File: config.mk
export PLATFORM = sky130hd
export DESIGN_NAME = hrpwm_dither
export DESIGN_NICKNAME = d
export VERILOG_FILES = /design/src/rtl/hrp_pkg.sv /design/src/rtl/hrp_shadow.sv /design/src/rtl/hrp_dither.sv /design/src/rtl/hrpwm_dither.sv
export SDC_FILE = /design/constraint.sdc
export NUM_CORES = 1
export LEC_CHECK = 0
export CAP_MARGIN = 10
export CORE_MARGIN = 2
export CORE_UTILIZATION = 30
export DETAILED_ROUTE_END_ITERATION = 16
export PLACE_DENSITY_LB_ADDON = 0.3
export SETUP_SLACK_MARGIN = 0.15
export SLEW_MARGIN = 0
export SYNTH_ARGS = -nofsm -noshare
export SYNTH_HDL_FRONTEND = slang
export SYNTH_HIERARCHICAL = 1
export SYNTH_SLANG_ARGS = --single-unit
File: constraint.sdc
create_clock -name clk -period 16 [get_ports clk]
set_clock_uncertainty 0.2 [all_clocks]
set_input_delay 1.6 -clock clk [delete_from_list [all_inputs] [get_ports clk]]
set_output_delay 1.6 -clock clk [all_outputs]
set_load 0.05 [all_outputs]
File: src/rtl/hrp_pkg.sv
package hrp_pkg;
    // Byte slots on the write port; bit 1 picks the register, bit 0 the byte.
    typedef enum logic [1:0] {
        SLOT_PER_HI  = 2'd0,
        SLOT_PER_LO  = 2'd1,
        SLOT_DUTY_HI = 2'd2,
        SLOT_DUTY_LO = 2'd3
    } slot_e;

    localparam int N_CHAN  = 2;
    localparam int CH_PER  = 0;
    localparam int CH_DUTY = 1;
endpackage

File: src/rtl/hrp_shadow.sv
// High-byte holding latch plus committed 16-bit word and a pending flag.
module hrp_shadow #(
    parameter int REG_W = 16
) (
    input  logic             clk,
    input  logic             rst_n,
    input  logic             wr_hi,
    input  logic             wr_lo,
    input  logic [7:0]       wdata,
    input  logic             take,
    output logic [REG_W-1:0] staged,
    output logic             pend
);
    localparam int HOLD_W = REG_W - 8;

    typedef struct packed {
        logic [HOLD_W-1:0] hold;
        logic [REG_W-1:0]  val;
        logic              pend;
    } shadow_t;

    shadow_t s_d, s_q;

    always_comb begin
        s_d = s_q;
        if (wr_hi) begin
            s_d.hold = HOLD_W'(wdata);
        end
        if (take) begin
            s_d.pend = 1'b0;
        end
        if (wr_lo) begin
            s_d.val  = {s_q.hold, wdata};
            s_d.pend = 1'b1;
        end
    end

    always_ff @(posedge clk or negedge rst_n) begin
        if (!rst_n) begin
            s_q <= '0;
        end else begin
            s_q <= s_d;
        end
    end

    assign staged = s_q.val;
    assign pend   = s_q.pend;
endmodule

File: src/rtl/hrp_dither.sv
// Fractional carry accumulator: one carry per overflow of the frame modulus.
module hrp_dither #(
    parameter int FRAC_W = 5
) (
    input  logic              clk,
    input  logic              rst_n,
    input  logic [FRAC_W-1:0] step,
    input  logic              adv,
    input  logic              clr,
    output logic              carry,
    output logic [FRAC_W-1:0] acc
);
    typedef struct packed {
        logic [FRAC_W-1:0] acc;
    } dith_t;

    dith_t       d_d, d_q;
    logic [FRAC_W:0] sum;

    always_comb begin
        sum = {1'b0, d_q.acc} + {1'b0, step};
        d_d = d_q;
        if (clr) begin
            d_d.acc = '0;
        end else if (adv) begin
            d_d.acc = sum[FRAC_W-1:0];
        end
    end

    always_ff @(posedge clk or negedge rst_n) begin
        if (!rst_n) begin
            d_q <= '0;
        end else begin
            d_q <= d_d;
        end
    end

    assign carry = sum[FRAC_W];
    assign acc   = d_q.acc;
endmodule

File: src/rtl/hrpwm_dither.sv
module hrpwm_dither #(
    parameter int INT_W  = 11,
    parameter int FRAC_W = 5,
    parameter int SEL_W  = 3
) (
    input  logic             clk,
    input  logic             rst_n,
    input  logic             bus_we,
    input  logic [1:0]       bus_addr,
    input  logic [7:0]       bus_wdata,
    input  logic             vf_mode,
    input  logic [SEL_W-1:0] step_shift,
    output logic             pwm_out
);
    import hrp_pkg::*;

    localparam int REG_W     = INT_W + FRAC_W;
    localparam int CNT_W     = INT_W + 1;
    localparam int SHIFT_MAX = (1 << SEL_W) - 1;
    localparam int WIDE_W    = FRAC_W + SHIFT_MAX;

    typedef struct packed {
        logic [REG_W-1:0] per;
        logic [REG_W-1:0] duty;
        logic [CNT_W-1:0] cnt;
    } core_t;

    core_t st_d, st_q;

    logic [N_CHAN-1:0]             wr_hi, wr_lo, pend, carry;
    logic [N_CHAN-1:0][REG_W-1:0]  staged;
    logic [N_CHAN-1:0][FRAC_W-1:0] acc, step;
    logic                          wrap, load_any, adv;
    logic [INT_W-1:0]              per_int, duty_int;
    logic [WIDE_W-1:0]             wide;
    logic [FRAC_W-1:0]             per_scaled;
    logic [CNT_W-1:0]              cyc_len, hi_len;

    // Shadow latch and dither accumulator per channel (period, duty).
    for (genvar g = 0; g < N_CHAN; g++) begin : g_chan
        assign wr_hi[g] = bus_we && (bus_addr == 2'(2 * g));
        assign wr_lo[g] = bus_we && (bus_addr == 2'(2 * g + 1));

        hrp_shadow #(.REG_W(REG_W)) u_shadow (
            .clk    (clk),
            .rst_n  (rst_n),
            .wr_hi  (wr_hi[g]),
            .wr_lo  (wr_lo[g]),
            .wdata  (bus_wdata),
            .take   (wrap),
            .staged (staged[g]),
            .pend   (pend[g])
        );

        hrp_dither #(.FRAC_W(FRAC_W)) u_dither (
            .clk   (clk),
            .rst_n (rst_n),
            .step  (step[g]),
            .adv   (adv),
            .clr   (load_any),
            .carry (carry[g]),
            .acc   (acc[g])
        );
    end

    always_comb begin
        per_int  = st_q.per[REG_W-1:FRAC_W];
        duty_int = st_q.duty[REG_W-1:FRAC_W];

        // Scaled, saturated period step.
        wide = WIDE_W'(st_q.per[FRAC_W-1:0]) << step_shift;
        if (|wide[WIDE_W-1:FRAC_W]) begin
            per_scaled = '1;
        end else begin
            per_scaled = wide[FRAC_W-1:0];
        end

        step[CH_PER]  = vf_mode ? per_scaled : '0;
        step[CH_DUTY] = vf_mode ? '0 : st_q.duty[FRAC_W-1:0];

        cyc_len = {1'b0, per_int} + CNT_W'(carry[CH_PER]);
        hi_len  = {1'b0, duty_int} + CNT_W'(carry[CH_DUTY]);

        wrap     = (per_int == '0) || (st_q.cnt == cyc_len - CNT_W'(1));
        load_any = wrap && (|pend);
        adv      = wrap && !load_any;

        st_d = st_q;
        if (wrap) begin
            st_d.cnt = '0;
            if (pend[CH_PER]) begin
                st_d.per = staged[CH_PER];
            end
            if (pend[CH_DUTY]) begin
                st_d.duty = staged[CH_DUTY];
            end
        end else begin
            st_d.cnt = st_q.cnt + CNT_W'(1);
        end
    end

    always_ff @(posedge clk or negedge rst_n) begin
        if (!rst_n) begin
            st_q <= '0;
        end else begin
            st_q <= st_d;
        end
    end

    assign pwm_out = (per_int != '0) && (st_q.cnt < hi_len);

    // Named views for the bound checker.
    logic [REG_W-1:0]  act_per, act_duty, per_staged;
    logic [CNT_W-1:0]  cyc_cnt;
    logic [FRAC_W-1:0] per_acc;
    assign act_per    = st_q.per;
    assign act_duty   = st_q.duty;
    assign cyc_cnt    = st_q.cnt;
    assign per_staged = staged[CH_PER];
    assign per_acc    = acc[CH_PER];
endmodule

Word level (Yosys, flattened, before mapping)
Index checks and enable logic that the tools add are counted.
{"block": "totals", "reg_bits": 104, "inputBits": 17, "out_inout_bits": 1}
{"block": "op_classes", "addsub": 6, "magnitude_cmp": 1, "n_eq_ne": 4, "shift": 1, "mux": 11, "reduce_logical": 19}
{"cell": "$mux 5", "count": 7}
{"cell": "$add 11x1->12", "count": 2}
{"cell": "$add 12x1->12 const B", "count": 1}
{"cell": "$add 5x5->6", "count": 2}
{"cell": "$eq 12x12->1", "count": 1}
{"cell": "$lt 12x12->1", "count": 1}
{"cell": "$mux 12", "count": 1}
{"cell": "$shl 5x3->12", "count": 1}
{"cell": "$sub 12x1->12 const B", "count": 1}
{"cell": "$logic_not 11->1", "count": 1}
{"cell": "$reduce_bool 11->1", "count": 1}
{"cell": "$logic_and 1x1->1", "count": 7}
{"cell": "$reduce_or 7->1", "count": 1}
{"cell": "$reduce_bool 2->1", "count": 3}
{"cell": "$eq 2x2->1 const B", "count": 2}
{"cell": "$reduce_and 2->1", "count": 2}
{"cell": "$mux 1", "count": 3}
{"cell": "$eq 2x1->1 const B", "count": 1}
{"cell": "$logic_not 2->1", "count": 1}
{"cell": "$reduce_or 2->1", "count": 1}
{"cell": "$logic_not 1->1", "count": 1}
{"cell": "$logic_or 1x1->1", "count": 1}

Longest topological paths before layout
{"block": "depth", "ltp_word": 14, "mapped_depth": 24, "depth_no_buf": 22}

Cells and area by module
Netlist, hierarchy kept.
{"mod": "hrpwm_dither", "instances": 1, "cells_each": 465, "area_each_um2": 3702.3, "seq_area_each_um2": 1101.1}
{"mod": "hrp_shadow", "instances": 2, "cells_each": 70, "area_each_um2": 1098.6, "seq_area_each_um2": 625.6}
{"mod": "hrp_dither", "instances": 2, "cells_each": 42, "area_each_um2": 396.6, "seq_area_each_um2": 125.1}

Worst setup path after synthesis
Ideal clock, no wire load.
{"block": "synth_timing", "kind": "input to register", "startpoint": "in step_shift[0]", "endpoint": "reg g_chan[0].u_dither.d_q (netlist bit g_chan[0].u_dither/acc[4])", "arrival_ns": 6.900, "slack_ns": 8.813, "stages": 23, "path_buffers": 2, "path_cell_list": "clkbuf_1 > mux2i_1 > o21ai_0 > or3_1 > a21oi_1 > a21boi_0 > ha_1 > a21oi_1 > and2_1 > o21ai_0 > inv_1 > ha_1 > ha_1 > or3b_4 > or3_1 > a311o_1 > a2111o_1 > nor3_1 > o21a_1 > buf_6 > or3b_1 > a211o_1 > o211ai_1"}
{"item": "from (decl)", "line_no": "hrpwm_dither.sv:12", "rtl": "input logic [SEL_W-1:0] step_shift,"}
{"item": "to (signal assigned)", "line_no": "hrp_dither.sv:32", "rtl": "d_q <= '0;"}
{"item": "to (signal assigned)", "line_no": "hrp_dither.sv:34", "rtl": "d_q <= d_d;"}
{"item": "to (decl)", "line_no": "hrp_dither.sv:17", "rtl": "dith_t d_d, d_q;"}

==> impl_metrics.json <==
{
  "reg2reg_to": "g_chan[1].u_dither/acc[4]$_DFFE_PN0P_",
  "die_area_um2": 23500,
  "p_leak_nw": 2.98,
  "core_um2": 21900,
  "grt_usage_pct": 13.6,
  "vias": 4942,
  "antenna_cells": 0,
  "r2r-start": "act_per[0]$_DFFE_PN0P_",
  "yosysTopAreaCellShare_pct": 38.9,
  "grt_start_max_net_pins": 69,
  "dpl.hpwl_um": 10700,
  "critPathCaptureType": "primary output",
  "final_common_cell": "dfrtp_1",
  "cts.path.max_buffers": 2,
  "relSlewSlack_pct": 35.7,
  "reg2reg_depth": 22,
  "synth_area_um2": 6690,
  "hold_buffers": 0,
  "cts_buffers": 9,
  "critPathKind": "primary input to primary output",
  "cts.sinks": 104,
  "row_count": 54,
  "start_util_pct": 30.6,
  "yosysSeqAreaShare_pct": 38.9,
  "layout.nets": 691,
  "utilization_pct": 32.3,
  "synth-seq-cells": 104,
  "postCtsSetupBuffers": 0,
  "drt_iter0_markers": 379,
  "io_buffer_count": 17,
  "hold_class": "flop to flop",
  "min_period_over_period_pct": 51.9,
  "clk_pin_slew_worst_paths_ps": 70,
  "cp-start-kind": "primary input",
  "final_cell_mix": "dfrtp_1 (104), nand2_1 (49), inv_1 (45)",
  "drc": 0,
  "synth_flop_cell": "dfrtp_1",
  "totalNegativeSetupSlack_ps": 0,
  "synth_cell_type_count": 61,
  "crit_arrival_ps": 6500,
  "drive_gt1_share_pct": 12.6,
  "nFillCells": 2260,
  "ys_warn_count": 6,
  "routedWlPerCell_um": 16.7,
  "htreeDepth": 3,
  "tightestPinTransition_ps": 965,
  "num_io_pins": 18,
  "routed_wl_um": 15500,
  "whs_endpoint": "g_chan[1].u_shadow/staged[12]$_DFFE_PN0P_",
  "die_w_um": 153,
  "min_delay_path_depth": 1,
  "antenna_left": 0,
  "grt_pass1_vias": 4670,
  "holdCritStartpoint": "g_chan[1].u_shadow/s_q[21]$_DFFE_PN0P_",
  "required_ps": 14200,
  "fmax_ghz": 0.121,
  "avgSynthCellArea_um2": 9.71,
  "path_cells": "clkdlybuf4s50_1 -> nor2_1 -> ha_1 -> nand3_1 -> and2_1 -> o21ai_0 -> ha_1 -> nand2_1 -> nor3_1 -> nand2_1 -> xnor2_1 -> ha_1 -> nor2b_1 -> a2111oi_0 -> o21ai_0 -> a41oi_1 -> clkdlybuf4s50_1",
  "grt_setup_unrepaired": "no",
  "peakVddDrop_v": 0.0000523,
  "status": "complete, no violations",
  "antenna_found_initial": 0,
  "max_stage_delay_ps": 870,
  "synth_edf_count": 0,
  "ctsRootBufferMaster": "clkbuf_16",
  "period_needed_ps": 8300,
  "setup_viol": 0,
  "cts_resized": 0,
  "maxSlewViolCount": 0,
  "syn_to_final_growth_pct": 5.70,
  "cp_max_fo": 10,
  "cts_tree": "done",
  "pwr_density_cell_nw_per_um2": 116,
  "syn_nets": 734,
  "crit_slowest_cell": "clkdlybuf4s50_1",
  "synth_area_leaders": "dfrtp_1 (39%), mux2_2 (5.2%), ha_1 (4.9%)",
  "netlist_instances": 689,
  "synth_top_cell_by_area": "dfrtp_1",
  "multi_input_area_um2": 3420,
  "seq_area_um2": 2600,
  "dr.pass1.iters": 5,
  "async_flop_share_pct": 100,
  "die-height_um": 153,
  "r2r_setup_slack_ps": 9610,
  "grt_overflow": 0,
  "grt_pass1_wl_um": 26100,
  "vias_per_cell": 5.31,
  "crit_top_cell": "ha_1",
  "finalHoldViolCount": 0,
  "gp_congestion": 0.794,
  "max_cap_violations": 0,
  "clk_latency_ps": 350
}
cells in the mapped netlist, types with 9 or more instances:
| library cell | instances |
|---|---|
| mux2_4 | 18 |
| a21oi_1 | 22 |
| ha_1 | 26 |
| nor2_1 | 26 |
| mux2_2 | 31 |
| clkbuf_1 | 35 |
| nand2_1 | 49 |
| inv_1 | 45 |
| o311ai_0 | 21 |
| buf_4 | 32 |
| nor3_1 | 17 |
| o21ai_0 | 24 |
| xnor2_1 | 25 |
| or4_1 | 22 |
| o311ai_1 | 11 |
| o22ai_1 | 32 |
| a31oi_1 | 21 |
| nand3_1 | 13 |
| dfrtp_1 | 104 |
| mux2i_1 | 9 |
power by group:
part,internal [mW],leakage [nW],switching (mW)
Clock,0.111,0.133,0.102
Sequential,0.313,1.15,0.0481
Combinational,0.126,1.70,0.118
per-layer routing:
metal	up-vias	global-route usage, %	share of wire [%]
li1	2411	-	-
met4	0	3.19	0.66
met2	85	20.0	45
met5	-	0	0
met1	2437	20.7	51
met3	9	2.55	3.7
per-stage QoR:
stage	worst slack [ps]	cell area [um^2]	power, mW	std cells	hold WS [ps]
after global placement	7670	6790	0.608	915	286
after detailed placement	7640	6790	0.613	915	290
after CTS	7600	7070	0.830	931	307
after global routing	7220	7070	0.879	931	318
final	7700	7070	0.818	931	304
after floorplan	8810	6690	0.572	689	259
worst max-delay path by stage:
stage	slack [ps]	from	endpoint
after global routing	7220	vf_mode	pwm_out
after CTS	7600	vf_mode	pwm_out
after floorplan	8810	step_shift[0]	g_chan[0].u_dither/acc[4]$_DFFE_PN0P_
final	7700	vf_mode	pwm_out
after global placement	7670	step_shift[0]	g_chan[1].u_dither/acc[4]$_DFFE_PN0P_
after detailed placement	7640	vf_mode	pwm_out
cells by family (layout without fill, tap and decap cells):
group | after synthesis | in the layout | synth area share [%]
and+or+nand+nor | 174 | 174 | 13.8
DFF | 104 | 104 | 38.9
adders and majority gates | 28 | 28 | 5.46
muxes | 58 | 58 | 10.6
buffers and inverters | 127 | 89 | 10.1
xor gates and xnor gates | 33 | 33 | 4.32
AOI/OAI and AO/OA | 165 | 165 | 16.8
state kept, by name (all words and copies together), names as in the netlist:
signal                  count
act_per                    16
g_chan.u_shadow/staged     32
g_chan.u_shadow/s_q        16
act_duty                   16
g_chan.u_shadow/pend        2
cyc_cnt                    12
g_chan.u_dither/acc        10
worst max-delay path: cells and delay by family:
family | cells | cell delay, ps
fa+ha+maj | 3 | 900
xor+xnor | 1 | 150
compound gates | 4 | 1150
simple gates | 7 | 1150
buf+inv | 2 | 1520
cell type report:
class                      instances  area share (%)
timing repair buffer              28            3.54
tap                              280            4.95
sequential                       104            36.8
clock inverter                     5           0.531
multi-input combinational        458            48.4
inverter                          45            2.39
clock buffer                      11            3.43
No activity file was read; power rests on OpenSTA's default activity.
